`config.mk`:
```
export PLATFORM = sky130hd
export DESIGN_NAME = twi_reg_slave
export DESIGN_NICKNAME = d
export VERILOG_FILES = /design/src/rtl/twi_pkg.sv /design/src/rtl/twi_line_filter.sv /design/src/rtl/twi_cond_detect.sv /design/src/rtl/twi_sleep_timer.sv /design/src/rtl/twi_reg_slave.sv
export SDC_FILE = /design/constraint.sdc
export NUM_CORES = 1
export LEC_CHECK = 0
export ABC_CLOCK_PERIOD_IN_PS = 3900
export BUFFER_PORTS_ARGS = -buffer_cell sky130_fd_sc_hd__clkbuf_2
export CAP_MARGIN = 40
export CORE_MARGIN = 3
export CORE_UTILIZATION = 38
export DETAILED_ROUTE_END_ITERATION = 8
export PLACE_DENSITY = 0.57
export SLEW_MARGIN = 30
export SYNTH_ARGS = -nofsm -noshare
export SYNTH_HDL_FRONTEND = slang
export SYNTH_SLANG_ARGS = --single-unit
```
`constraint.sdc`:
```
create_clock -name clk -period 3.9 [get_ports clk]
set_input_delay 0.78 -clock clk [delete_from_list [all_inputs] [get_ports clk]]
set_output_delay 0.78 -clock clk [all_outputs]
set_load 0.1 [all_outputs]
```
`src/rtl/twi_pkg.sv`:
```
package twi_pkg;

    typedef enum logic [2:0] {
        ST_IDLE,
        ST_RX,
        ST_RXACK,
        ST_TX,
        ST_TXACK
    } bus_state_t;

    typedef enum logic [1:0] {
        K_SADDR,
        K_MADDR,
        K_WDATA
    } rx_kind_t;

    typedef struct packed {
        logic start;
        logic stop;
        logic rise;
        logic fall;
    } bus_evt_t;

    localparam logic [6:0] DEV_ADDR    = 7'b0110110;
    localparam logic [7:0] STATUS_ADDR = 8'h01;
    localparam logic [7:0] INC_LIMIT   = 8'h4F;
    localparam logic [7:0] PAIR_FIRST  = 8'h08;
    localparam logic [7:0] PAIR_LAST   = 8'h11;
    localparam logic [7:0] KEEP_MASK   = 8'h87;
    localparam logic [7:0] LOAD_MASK   = 8'h38;
    localparam int         FLAG_BIT    = 6;

    function automatic logic is_writable(input logic [7:0] a);
        return (a == STATUS_ADDR) || (a == 8'h10) || (a == 8'h11) ||
               (a == 8'h61) || (a == 8'h62);
    endfunction

    function automatic logic is_pair_high(input logic [7:0] a);
        return (a >= PAIR_FIRST) && (a <= PAIR_LAST) && !a[0];
    endfunction

    function automatic logic [7:0] merge_status(input logic [7:0] cur,
                                                input logic [7:0] nw);
        logic [7:0] r;
        r = (cur & KEEP_MASK) | (nw & LOAD_MASK);
        r[FLAG_BIT] = cur[FLAG_BIT] & nw[FLAG_BIT];
        return r;
    endfunction

endpackage

```
`src/rtl/twi_line_filter.sv`:
```
module twi_line_filter #(
    parameter int SYNC_STAGES = 2,
    parameter int FILT_HOLD   = 3
) (
    input  logic clk,
    input  logic rst,
    input  logic line_in,
    output logic line_out
);
    localparam int CW = $clog2(FILT_HOLD + 1);

    logic [SYNC_STAGES-1:0] sync_q;
    logic [CW-1:0]          cnt_q;
    logic                   level_q;
    logic                   synced;

    assign synced   = sync_q[SYNC_STAGES-1];
    assign line_out = level_q;

    always_ff @(posedge clk) begin
        if (rst) begin
            sync_q  <= '1;
            cnt_q   <= '0;
            level_q <= 1'b1;
        end else begin
            sync_q <= {sync_q[SYNC_STAGES-2:0], line_in};
            if (synced == level_q) begin
                cnt_q <= '0;
            end else if (cnt_q == CW'(FILT_HOLD - 1)) begin
                level_q <= synced;
                cnt_q   <= '0;
            end else begin
                cnt_q <= cnt_q + 1'b1;
            end
        end
    end
endmodule

```
`src/rtl/twi_cond_detect.sv`:
```
module twi_cond_detect
    import twi_pkg::*;
(
    input  logic     clk,
    input  logic     rst,
    input  logic     scl,
    input  logic     sda,
    output bus_evt_t evt
);
    logic scl_q, sda_q;

    always_ff @(posedge clk) begin
        if (rst) begin
            scl_q <= 1'b1;
            sda_q <= 1'b1;
        end else begin
            scl_q <= scl;
            sda_q <= sda;
        end
    end

    always_comb begin
        evt.start = scl_q && scl && sda_q && !sda;
        evt.stop  = scl_q && scl && !sda_q && sda;
        evt.rise  = !scl_q && scl;
        evt.fall  = scl_q && !scl;
    end
endmodule

```
`src/rtl/twi_sleep_timer.sv`:
```
module twi_sleep_timer #(
    parameter int SLEEP_PRESCALE = 50000,
    parameter int SLEEP_TICKS    = 1800
) (
    input  logic clk,
    input  logic rst,
    input  logic scl,
    input  logic sda,
    input  logic enable,
    output logic sleep_req
);
    localparam int PW = $clog2(SLEEP_PRESCALE);
    localparam int TW = $clog2(SLEEP_TICKS + 1);

    logic [PW-1:0] pre_q;
    logic [TW-1:0] tick_q;
    logic          req_q;
    logic          both_low;

    assign both_low  = !scl && !sda;
    assign sleep_req = req_q;

    always_ff @(posedge clk) begin
        if (rst || !both_low || !enable) begin
            pre_q  <= '0;
            tick_q <= '0;
            req_q  <= 1'b0;
        end else if (!req_q) begin
            if (pre_q == PW'(SLEEP_PRESCALE - 1)) begin
                pre_q <= '0;
                if (tick_q == TW'(SLEEP_TICKS - 1)) begin
                    req_q <= 1'b1;
                end else begin
                    tick_q <= tick_q + 1'b1;
                end
            end else begin
                pre_q <= pre_q + 1'b1;
            end
        end
    end
endmodule

```
`src/rtl/twi_reg_slave.sv`:
```
module twi_reg_slave
    import twi_pkg::*;
#(
    parameter int SYNC_STAGES    = 2,
    parameter int FILT_HOLD      = 3,
    parameter int SLEEP_PRESCALE = 50000,
    parameter int SLEEP_TICKS    = 1800
) (
    input  logic        clk,
    input  logic        rst,
    input  logic        scl_in,
    input  logic        sda_in,
    output logic        sda_oe,
    output logic [7:0]  rd_addr,
    input  logic [15:0] rd_pair,
    output logic        wr_en,
    output logic [7:0]  wr_addr,
    output logic [7:0]  wr_data,
    input  logic        sleep_en,
    output logic        sleep_req
);
    localparam int NLINES = 2;

    logic [NLINES-1:0] raw_lines, filt_lines;
    logic              scl_f, sda_f;
    bus_evt_t          ev;

    assign raw_lines = {sda_in, scl_in};

    for (genvar g = 0; g < NLINES; g++) begin : g_filt
        twi_line_filter #(
            .SYNC_STAGES(SYNC_STAGES),
            .FILT_HOLD  (FILT_HOLD)
        ) u_filt (
            .clk     (clk),
            .rst     (rst),
            .line_in (raw_lines[g]),
            .line_out(filt_lines[g])
        );
    end

    assign scl_f = filt_lines[0];
    assign sda_f = filt_lines[1];

    twi_cond_detect u_det (
        .clk(clk),
        .rst(rst),
        .scl(scl_f),
        .sda(sda_f),
        .evt(ev)
    );

    twi_sleep_timer #(
        .SLEEP_PRESCALE(SLEEP_PRESCALE),
        .SLEEP_TICKS   (SLEEP_TICKS)
    ) u_sleep (
        .clk      (clk),
        .rst      (rst),
        .scl      (scl_f),
        .sda      (sda_f),
        .enable   (sleep_en),
        .sleep_req(sleep_req)
    );

    bus_state_t state_q;
    rx_kind_t   kind_q;
    logic [3:0] bit_cnt_q;
    logic [7:0] shreg_q, txreg_q;
    logic [8:0] ptr_q;
    logic       first_q, rw_q, mack_q, oe_q;
    logic       snap_v_q;
    logic [7:0] snap_a_q, snap_b_q;
    logic       wr_en_q;
    logic [7:0] wr_addr_q, wr_data_q;

    logic [7:0] fetch_byte;
    logic       fetch_snap;
    logic       wr_ok;
    logic [7:0] wr_val;
    logic [8:0] ptr_next;

    assign rd_addr = ptr_q[7:0];
    assign sda_oe  = oe_q;
    assign wr_en   = wr_en_q;
    assign wr_addr = wr_addr_q;
    assign wr_data = wr_data_q;

    always_comb begin
        if (ptr_q[8]) begin
            fetch_byte = 8'hFF;
        end else if (snap_v_q && (snap_a_q == ptr_q[7:0])) begin
            fetch_byte = snap_b_q;
        end else if (ptr_q[0]) begin
            fetch_byte = rd_pair[7:0];
        end else begin
            fetch_byte = rd_pair[15:8];
        end
        fetch_snap = !ptr_q[8] && is_pair_high(ptr_q[7:0]);
        wr_ok = !ptr_q[8] && is_writable(ptr_q[7:0]) &&
                (first_q || (ptr_q[7:0] <= INC_LIMIT));
        wr_val = (ptr_q[7:0] == STATUS_ADDR) ?
                 merge_status(rd_pair[7:0], shreg_q) : shreg_q;
        ptr_next = ptr_q[8] ? ptr_q : ptr_q + 9'd1;
    end

    always_ff @(posedge clk) begin
        if (rst) begin
            state_q   <= ST_IDLE;
            kind_q    <= K_SADDR;
            bit_cnt_q <= '0;
            shreg_q   <= '0;
            txreg_q   <= '0;
            ptr_q     <= '0;
            first_q   <= 1'b0;
            rw_q      <= 1'b0;
            mack_q    <= 1'b0;
            oe_q      <= 1'b0;
            snap_v_q  <= 1'b0;
            snap_a_q  <= '0;
            snap_b_q  <= '0;
            wr_en_q   <= 1'b0;
            wr_addr_q <= '0;
            wr_data_q <= '0;
        end else begin
            wr_en_q <= 1'b0;
            if (ev.start) begin
                state_q   <= ST_RX;
                kind_q    <= K_SADDR;
                bit_cnt_q <= '0;
                oe_q      <= 1'b0;
                snap_v_q  <= 1'b0;
            end else if (ev.stop) begin
                state_q  <= ST_IDLE;
                oe_q     <= 1'b0;
                snap_v_q <= 1'b0;
            end else begin
                unique case (state_q)
                    ST_IDLE: begin
                        oe_q <= 1'b0;
                    end
                    ST_RX: begin
                        if (ev.rise) begin
                            shreg_q   <= {shreg_q[6:0], sda_f};
                            bit_cnt_q <= bit_cnt_q + 4'd1;
                        end else if (ev.fall && (bit_cnt_q == 4'd8)) begin
                            bit_cnt_q <= '0;
                            unique case (kind_q)
                                K_SADDR: begin
                                    if (shreg_q[7:1] == DEV_ADDR) begin
                                        rw_q    <= shreg_q[0];
                                        oe_q    <= 1'b1;
                                        state_q <= ST_RXACK;
                                    end else begin
                                        state_q <= ST_IDLE;
                                    end
                                end
                                K_MADDR: begin
                                    ptr_q   <= {1'b0, shreg_q};
                                    first_q <= 1'b1;
                                    oe_q    <= 1'b1;
                                    state_q <= ST_RXACK;
                                end
                                default: begin
                                    if (wr_ok) begin
                                        wr_en_q   <= 1'b1;
                                        wr_addr_q <= ptr_q[7:0];
                                        wr_data_q <= wr_val;
                                    end
                                    ptr_q   <= ptr_next;
                                    first_q <= 1'b0;
                                    oe_q    <= 1'b1;
                                    state_q <= ST_RXACK;
                                end
                            endcase
                        end
                    end
                    ST_RXACK: begin
                        if (ev.fall) begin
                            if ((kind_q == K_SADDR) && rw_q) begin
                                txreg_q   <= fetch_byte;
                                oe_q      <= ~fetch_byte[7];
                                bit_cnt_q <= '0;
                                state_q   <= ST_TX;
                                if (fetch_snap) begin
                                    snap_v_q <= 1'b1;
                                    snap_a_q <= ptr_q[7:0] | 8'h01;
                                    snap_b_q <= rd_pair[7:0];
                                end
                            end else begin
                                oe_q    <= 1'b0;
                                state_q <= ST_RX;
                                kind_q  <= (kind_q == K_SADDR) ? K_MADDR : K_WDATA;
                            end
                        end
                    end
                    ST_TX: begin
                        if (ev.rise) begin
                            bit_cnt_q <= bit_cnt_q + 4'd1;
                        end else if (ev.fall) begin
                            if (bit_cnt_q == 4'd8) begin
                                oe_q    <= 1'b0;
                                ptr_q   <= ptr_next;
                                state_q <= ST_TXACK;
                            end else begin
                                txreg_q <= {txreg_q[6:0], 1'b0};
                                oe_q    <= ~txreg_q[6];
                            end
                        end
                    end
                    ST_TXACK: begin
                        if (ev.rise) begin
                            mack_q <= !sda_f;
                        end else if (ev.fall) begin
                            if (mack_q) begin
                                txreg_q   <= fetch_byte;
                                oe_q      <= ~fetch_byte[7];
                                bit_cnt_q <= '0;
                                state_q   <= ST_TX;
                                if (fetch_snap) begin
                                    snap_v_q <= 1'b1;
                                    snap_a_q <= ptr_q[7:0] | 8'h01;
                                    snap_b_q <= rd_pair[7:0];
                                end
                            end else begin
                                state_q <= ST_IDLE;
                            end
                        end
                    end
                    default: state_q <= ST_IDLE;
                endcase
            end
        end
    end
endmodule

```
==> results of run 1 <==
worst min-delay path by stage:
stage | start | end | cells past startpoint | slack (ns)
CTS | g_filt[1].u_filt.sync_q[0] | g_filt[1].u_filt.sync_q[1] | 1 | 0.41
floorplan | g_filt[0].u_filt.sync_q[0] | g_filt[0].u_filt.sync_q[1] | 1 | 0.39
global placement | g_filt[1].u_filt.sync_q[0] | g_filt[1].u_filt.sync_q[1] | 1 | 0.39
detailed placement | g_filt[1].u_filt.sync_q[0] | g_filt[1].u_filt.sync_q[1] | 1 | 0.39
global route | g_filt[1].u_filt.sync_q[0] | g_filt[1].u_filt.sync_q[1] | 1 | 0.42
finish | g_filt[1].u_filt.sync_q[0] | g_filt[1].u_filt.sync_q[1] | 1 | 0.41
routing by layer:
metal  vias up  global-route usage, %  wire [um]
met5         -                      0          0
met4         0                   3.89        102
met3         8                   4.09        445
met2        75                   26.2       5940
met1      2071                   20.5       5770
li1       2242                      -          -
area by class of cell:
type / instances / area (sq um)
multi-input combinational: 467 / 2910
clock buffer: 11 / 243
timing repair buffer: 51 / 265
inverter: 14 / 52.6
clock inverter: 5 / 81.3
fill: 1354 / 7560
sequential: 111 / 2220
tap: 176 / 220
registers in the layout, summed over array words and instances, names as in the netlist, 2 cells and up:
register and flops:
bit_cnt_q 4, g_filt.u_filt.cnt_q 4, g_filt.u_filt.line_out 2, g_filt.u_filt.sync_q 4, kind_q 2, ptr_q 9
shreg_q 8, snap_a_q 8, snap_b_q 8, state_q 3, txreg_q 7, u_sleep.pre_q 16
u_sleep.tick_q 11, wr_addr 8, wr_data 8
logic make-up after synthesis:
group	count (synthesis)	share of synthesized area [%]
compound gates	104	12.2
simple gates	277	25.9
fa+ha+maj	11	2.55
buf+inv	59	5.05
xor+xnor	31	5.02
mux	44	8.22
flops	111	41.1
cells in the mapped netlist (4+ instances only):
cell        n
or3_1       6
nor2b_1    10
nor3_1     10
nor3b_1     4
a31oi_1     5
clkbuf_1   25
xor2_1     16
o22ai_1     9
and3_1      9
buf_2       8
ha_1       11
nand2_1    58
a21oi_1    26
nor2_1     96
a211oi_1   12
inv_1      14
mux2i_1    41
xnor2_1    15
nand3b_1    5
nand3_1    24
or2_2       8
and2_1      9
buf_4      11
dfxtp_1   111
o21ai_0    24
nand4_1     8
nand2b_1    6
stage by stage:
| step | utilization, % | cells | instance area [sq um] |
|---|---|---|---|
| after detailed placement | 41.8 | 819 | 5670 |
| after global placement | 41.8 | 818 | 5660 |
| after CTS | 44.2 | 835 | 6000 |
| after floorplan | - | 637 | 5410 |
| after global routing | 44.2 | 835 | 6000 |
| final | 44.2 | 835 | 6000 |
power breakdown:
part           internal [mW]  switching [mW]  total, mW
clock network          0.581           0.415      0.996
logic                 0.0164          0.0257     0.0421
registers               1.14         0.00165       1.14
worst max-delay path, cell delays in order (launching register included):
cell     delay (ns)
dfxtp_1        0.46
nor2b_1        0.52
nand2_1        0.21
nor3_2         0.31
and3_1         0.72
mux2i_1        0.27
nor2_1         0.05
==> impl_metrics.py, run 1 <==
metrics = {
    "run_status": {
        "outcome": "complete, no violations",
    },
    "global_routing": {
        "grt_pass1_vias": 4177,
        "overflow": 0,
        "antenna_found_initial": 0,
        "grt_max_degree": 65,
        "grt_pass1_wl_mm": 20.6,
        "grt_usage_pct": 15.8,
    },
    "placed_design": {
        "port_buffers": 47,
        "dp_slack_ns": 1.27,
        "gp_congestion": 0.855,
        "dp_hpwl_mm": 8.75,
    },
    "cells_and_area": {
        "drive_gt1_share_pct": 13.2,
        "layout_common_cells": "dfxtp_1, nor2_1, nand2_1, clkbuf_2, mux2i_1",
        "area_growth_pct": 10.9,
        "final_common_cell": "dfxtp_1",
        "fin_nets": 686,
        "n_antenna_cell": 0,
    },
    "sta": {
        "min_period_ns": 2.67,
        "finalCritPeriodShare_pct": 68.4,
        "setup-violations-final": 0,
        "fin_tns_setup_ns": 0,
        "rsz0062_at_grt": "false",
        "fmax_mhz": 375,
        "clock_skew_ns": 0.00641,
        "drv_slew": 0,
        "hold_viol": 0,
        "max-slew-margin-rel_pct": 49.6,
        "layout_setup_ws_ns": 1.23,
        "worst_pin_slew_ns": 0.756,
        "hold_ws_ns": 0.409,
    },
    "synth": {
        "synth_flop_cell": "dfxtp_1",
        "synthTopCellsByArea": "dfxtp_1, mux2i_1, nor2_1, nand2_1, xor2_1",
        "yosysTopAreaCell": "dfxtp_1",
        "synth_fp_nets": 669,
        "ys_seq_area_share_pct": 41.1,
        "netlist_area_sq_um": 5410,
        "postSynthCellCount": 637,
        "yosysTopAreaCellShare_pct": 41.1,
        "synth_edf_count": 0,
        "synth_warnings": 0,
        "syn_area_per_cell_sq_um": 8.49,
        "synthArstFlopShare_pct": 0,
        "ys_ff_latch": 111,
        "synth.distinct_cells": 61,
    },
    "drt": {
        "viasPerCell": 5.26,
        "drt_iter0_markers": 314,
        "ant_nets": 0,
        "avgRoutedWirePerCell_um": 14.7,
        "drt_pre_antenna_iters": 5,
        "wl_mm": 12.3,
        "post-route-drc-count": 0,
        "num_vias": 4396,
    },
    "clock_network": {
        "cts_tree": "yes",
        "root_buffer": "clkbuf_16",
        "postCtsHoldBufs": 0,
        "postCtsSetupBuffers": 0,
        "clk_path_buf_depth": 2,
        "cts_sinks": 111,
        "h-tree-depth": 3,
        "numCtsBuffers": 9,
        "clk_latency_ns": 0.35,
        "clk_pin_slew_ns": 0.07,
        "post_cts_resized": 0,
    },
    "floorplanning": {
        "die_h_um": 125,
        "core_area_sq_um": 13600,
        "dieWidth_um": 125,
        "start_util_pct": 39.9,
        "rows": 42,
        "die-area_sq_um": 15700,
        "io-pin-count": 48,
    },
    "power_and_ir_drop": {
        "power_leakage_nw": 2.41,
        "p_total_mw": 2.18,
        "p_per_area_nw_per_um2": 363,
        "peakVddDrop_mv": 0.249,
    },
    "critical_path": {
        "cp-start-kind": "flip-flop",
        "endpoint_kind": "flip-flop",
        "crit_arrival_ns": 2.88,
        "crit_start": "u_det.scl_q",
        "reg2reg_depth": 6,
        "timing.rr.start": "u_det.scl_q",
        "worstSetupEndpoint": "wr_data[3]",
        "reg2reg_slack_ns": 1.23,
        "crit_fanout": 17,
        "worst-setup-path-type": "reg2reg",
        "required_ns": 4.12,
        "r2r-end": "wr_data[3]",
    },
    "job": {
        "drv_cap": 0,
    },
    "min_path": {
        "hp-class": "reg2reg",
    },
}
Power figures use the tool's default switching activity.
==> run 2: changes to the inputs <==
ABC_CLOCK_PERIOD_IN_PS = 2300   (was 3900)
PLACE_DENSITY = 0.59   (was 0.57)
clock period = 2.3 ns   (was 3.9 ns; I/O delays follow)
==> impl_metrics.py, run 2 (synthesis gave the netlist of run 1 again) <==
metrics = {
    "run_status": {
        "outcome": "complete, no violations",
    },
    "sta": {
        "fin_tns_setup_ns": 0,
        "setup-violations-final": 0,
        "rsz0062_at_grt": "false",
        "layout_setup_ws_ns": 0.164,
        "max-slew-margin-rel_pct": 55.2,
        "fmax_mhz": 468,
        "clock_skew_ns": 0.00871,
        "drv_slew": 0,
        "finalCritPeriodShare_pct": 92.9,
        "worst_pin_slew_ns": 0.672,
        "hold_ws_ns": 0.285,
        "hold_viol": 0,
        "min_period_ns": 2.14,
    },
    "drt": {
        "num_vias": 4512,
        "drt_iter0_markers": 342,
        "wl_mm": 12.5,
        "post-route-drc-count": 0,
        "ant_nets": 0,
        "viasPerCell": 5.26,
        "avgRoutedWirePerCell_um": 14.5,
        "drt_pre_antenna_iters": 5,
    },
    "cells_and_area": {
        "n_antenna_cell": 0,
        "regMostFlops": "u_sleep.pre_q",
        "postLayoutCoreUtil_pct": 45.1,
        "largest_reg_flops": 16,
        "fin_nets": 709,
        "drive_gt1_share_pct": 16.3,
        "stdcell_count": 858,
        "reg.largest.list": "u_sleep.pre_q: 16 flops, u_sleep.tick_q: 11 flops, ptr_q: 9 flops",
        "design_area_sq_um": 6120,
        "area_growth_pct": 13.2,
        "layout_common_cells": "dfxtp_1, nor2_1, nand2_1, clkbuf_2, mux2i_1",
        "n_fill_cell": 1383,
        "multi_input_area_sq_um": 2910,
        "regArea_sq_um": 2220,
        "final_common_cell": "dfxtp_1",
    },
    "floorplanning": {
        "rows": 42,
        "die_h_um": 125,
        "die-area_sq_um": 15700,
        "dieWidth_um": 125,
        "core_area_sq_um": 13600,
        "io-pin-count": 48,
        "start_util_pct": 39.9,
    },
    "placed_design": {
        "dp_hpwl_mm": 9.23,
        "postPlaceCellArea_sq_um": 5840,
        "placed_cells": 842,
        "dp_slack_ns": 0.192,
        "port_buffers": 47,
        "gp_congestion": 0.853,
    },
    "global_routing": {
        "grt_max_degree": 65,
        "grt_pass1_vias": 4313,
        "grt_pass1_wl_mm": 21.2,
        "grt_usage_pct": 16.3,
        "antenna_found_initial": 0,
        "overflow": 0,
    },
    "clock_network": {
        "clk_path_buf_depth": 2,
        "clk_latency_ns": 0.36,
        "numCtsBuffers": 9,
        "h-tree-depth": 3,
        "postCtsHoldBufs": 0,
        "root_buffer": "clkbuf_16",
        "cts_tree": "yes",
        "post_cts_resized": 0,
        "cts_sinks": 111,
        "clk_pin_slew_ns": 0.07,
        "postCtsSetupBuffers": 0,
    },
    "min_path": {
        "hp-class": "in2reg",
    },
    "job": {
        "drv_cap": 0,
    },
    "power_and_ir_drop": {
        "p_seq_share_pct": 55.5,
        "p_int_mw": 2.70,
        "power_leakage_nw": 2.50,
        "p_per_area_nw_per_um2": 567,
        "power_frac_comb_pct": 2.1,
        "sw_frac_of_total_pct": 22.3,
        "peakVddDrop_mv": 0.578,
        "p_sw_mw": 0.775,
        "p_total_mw": 3.47,
        "p_clk_share_pct": 42.4,
    },
    "critical_path": {
        "endpoint_kind": "primary output",
        "cp-start-kind": "flip-flop",
        "crit_arrival_ns": 1.68,
        "worst-setup-path-type": "reg2out",
        "crit_fanout": 9,
        "required_ns": 1.84,
    },
}
## run 2: cell types whose count changed in the layout (fill, tap and decap cells not counted)
| cell | previous run | this run |
|---|---|---|
| clkinv_2 | 1 | 2 |
| dfxtp_2 | 0 | 1 |
| bufinv_16 | 2 | 0 |
| clkinv_4 | 1 | 2 |
| dfxtp_1 | 111 | 110 |
| buf_4 | 4 | 27 |
| clkbuf_8 | 1 | 0 |
| inv_8 | 0 | 1 |
## run 2: cell type report
class / instances / share of cell area (%)
Multi-Input combinational cell: 467 / 47.6
Inverter: 14 / 0.859
Timing Repair Buffer: 74 / 7.15
Tap cell: 176 / 3.60
Clock buffer: 10 / 3.74
Clock inverter: 6 / 0.756
Sequential cell: 111 / 36.3
## run 2: critical path: stages (launching register included)
cell and delay (ns):
dfxtp_1 0.55, buf_4 0.28, clkbuf_2 0.48
## run 2: worst paths after layout
| kind | startpoint | endpoint | slack (ns) | cells after the start |
|---|---|---|---|---|
| setup / recovery | ptr_q[0] | rd_addr[0] | 0.16 | 2 |
| hold reg to reg | g_filt[1].u_filt.cnt_q[0] | g_filt[1].u_filt.cnt_q[0] | 0.41 | 1 |
| setup reg to reg | u_sleep.pre_q[0] | u_sleep.tick_q[10] | 0.18 | 6 |
| hold / removal | scl_in | g_filt[0].u_filt.sync_q[0] | 0.29 | 2 |
## run 2: routing by layer
metal,up-vias,share of wire (%),global-route usage (%)
met5,-,0,0
met4,0,1.9,5.80
met3,17,5.1,4.65
met2,109,48,26.5
met1,2091,45,20.7
li1,2295,-,-
## run 2: power groups by stage
stage	logic, mW	clock network [mW]	registers [mW]
3_3_place_gp	0.0740	0	1.97
3_5_place_dp	0.0749	0	1.97
5_1_grt	0.0821	1.60	1.93
2_1_floorplan	0.0403	0	1.97
6_report	0.0740	1.47	1.93
4_1_cts	0.0751	1.53	1.93
==> run 3: changes to the inputs <==
CORE_UTILIZATION = 50   (was 38)
PLACE_DENSITY = 0.73   (was 0.59)
==> impl_metrics.py, run 3 (synthesis gave the netlist of run 1 again) <==
metrics = {
    "sta": {
        "drv_slew": 0,
        "max-slew-margin-rel_pct": 55.5,
        "hold_viol": 0,
        "finalCritPeriodShare_pct": 93.3,
        "clock_skew_ns": 0.0108,
        "worst_pin_slew_ns": 0.668,
        "fmax_mhz": 466,
        "fin_tns_setup_ns": 0,
        "min_period_ns": 2.15,
        "setup-violations-final": 0,
        "rsz0062_at_grt": "false",
    },
    "critical_path": {
        "crit_arrival_ns": 1.69,
        "crit_path_cell_trace": "buf_4 > clkbuf_2",
        "path_buf_inv": 2,
        "critPathTopFamily": "buffers and inverters",
        "crit_fanout": 10,
        "crit_path_max_incr_delay_ns": 0.54,
        "endpoint_kind": "primary output",
        "cp_slowest_cell": "dfxtp_1",
        "worst-setup-path-type": "reg2out",
        "reg2reg_slack_ns": 0.20,
        "cp-start-kind": "flip-flop",
        "required_ns": 1.84,
    },
    "placed_design": {
        "gp_congestion": 0.918,
        "postPlaceCellArea_sq_um": 5770,
        "port_buffers": 47,
        "dp_hpwl_mm": 8.54,
    },
    "cells_and_area": {
        "postLayoutCoreUtil_pct": 57.4,
        "area_growth_pct": 10.6,
        "reg.largest.list": "u_sleep.pre_q: 16 flops, u_sleep.tick_q: 11 flops, ptr_q: 9 flops",
        "design_area_sq_um": 5980,
        "drive_gt1_share_pct": 15.8,
        "layout_common_cells": "dfxtp_1, nor2_1, nand2_1, clkbuf_2, mux2i_1",
        "final_common_cell": "dfxtp_1",
        "n_fill_cell": 970,
        "largest_reg_flops": 16,
        "fin_nets": 705,
        "n_antenna_cell": 0,
        "regMostFlops": "u_sleep.pre_q",
    },
    "drt": {
        "drt_iter0_markers": 347,
        "num_vias": 4524,
        "drt_pre_antenna_iters": 4,
        "avgRoutedWirePerCell_um": 14.5,
        "ant_nets": 0,
        "post-route-drc-count": 0,
        "wl_mm": 11.8,
        "viasPerCell": 5.56,
    },
    "floorplanning": {
        "die-area_sq_um": 12100,
        "dieWidth_um": 110,
        "rows": 37,
        "start_util_pct": 51.9,
        "core_area_sq_um": 10400,
        "io-pin-count": 48,
        "die_h_um": 110,
    },
    "power_and_ir_drop": {
        "p_total_mw": 3.19,
        "power_leakage_nw": 2.45,
        "peakVddDrop_mv": 0.441,
        "p_per_area_nw_per_um2": 533,
    },
    "clock_network": {
        "postCtsHoldBufs": 0,
        "postCtsSetupBuffers": 0,
        "cts_sinks": 111,
        "clk_pin_slew_ns": 0.11,
        "clk_latency_ns": 0.39,
        "cts_tree": "yes",
        "post_cts_resized": 0,
        "clk_path_buf_depth": 2,
        "root_buffer": "clkbuf_8",
        "numCtsBuffers": 9,
        "h-tree-depth": 3,
    },
    "global_routing": {
        "grt_pass1_vias": 4210,
        "grt_pass1_wl_mm": 19.9,
        "antenna_found_initial": 0,
        "met2_usage_pct": 35.4,
        "grt.busiest_layer": "met2",
        "use_met3_pct": 5.59,
        "grt_usage_pct": 20.6,
        "grt_max_degree": 65,
        "met1_usage_pct": 25.1,
        "overflow": 0,
    },
    "job": {
        "drv_cap": 0,
    },
    "run_status": {
        "outcome": "complete, no violations",
    },
    "min_path": {
        "hp-class": "in2reg",
    },
}
run 3: changes by cell type in the layout (fill, tap and decap cells not counted), sizes merged:
cell and delta:
inv +1, bufinv +1, clkinv -2, buf -5
clkinvlp +1
run 3: routing by layer:
layer / share of wire [%] / up-vias
li1: - / 2283
met4: 1.3 / 0
met5: 0 / -
met3: 4.1 / 10
met1: 45 / 2152
met2: 50 / 79
run 3: cell type report:
cell class | count | area (sq um) | share of cell area [%]
Clock buffer | 9 | 124 | 2.07
Inverter | 14 | 52.6 | 0.879
Timing Repair Buffer | 70 | 418 | 6.99
Clock inverter | 7 | 80.1 | 1.34
Sequential cell | 111 | 2220 | 37.2
Multi-Input combinational cell | 467 | 2910 | 48.7
Tap cell | 136 | 170 | 2.85
run 3: stage by stage:
| step | std cells | setup WS (ns) | hold slack, ns |
|---|---|---|---|
| 2_1_floorplan | 637 | 0.196 | 0.389 |
| 3_3_place_gp | 797 | 0.288 | 0.394 |
| 3_5_place_dp | 797 | 0.268 | 0.399 |
| 4_1_cts | 813 | 0.112 | 0.231 |
| 5_1_grt | 814 | 0.0416 | 0.245 |
| 6_report | 814 | 0.154 | 0.256 |
run 3: worst paths after layout:
check | start | to | depth (start not counted)
max | ptr_q[0] | rd_addr[0] | 2
min | sda_in | g_filt[1].u_filt.sync_q[0] | 2
min reg2reg | g_filt[1].u_filt.cnt_q[0] | g_filt[1].u_filt.cnt_q[0] | 1
max reg2reg | state_q[2] | txreg_q[6] | 6
run 3: report_power, final:
group          leakage, nW  internal, mW  switching (mW)
Combinational         1.46        0.0280          0.0428
Sequential           0.895          1.93         0.00232
Clock               0.0964         0.514           0.674
Total                 2.45          2.47           0.720
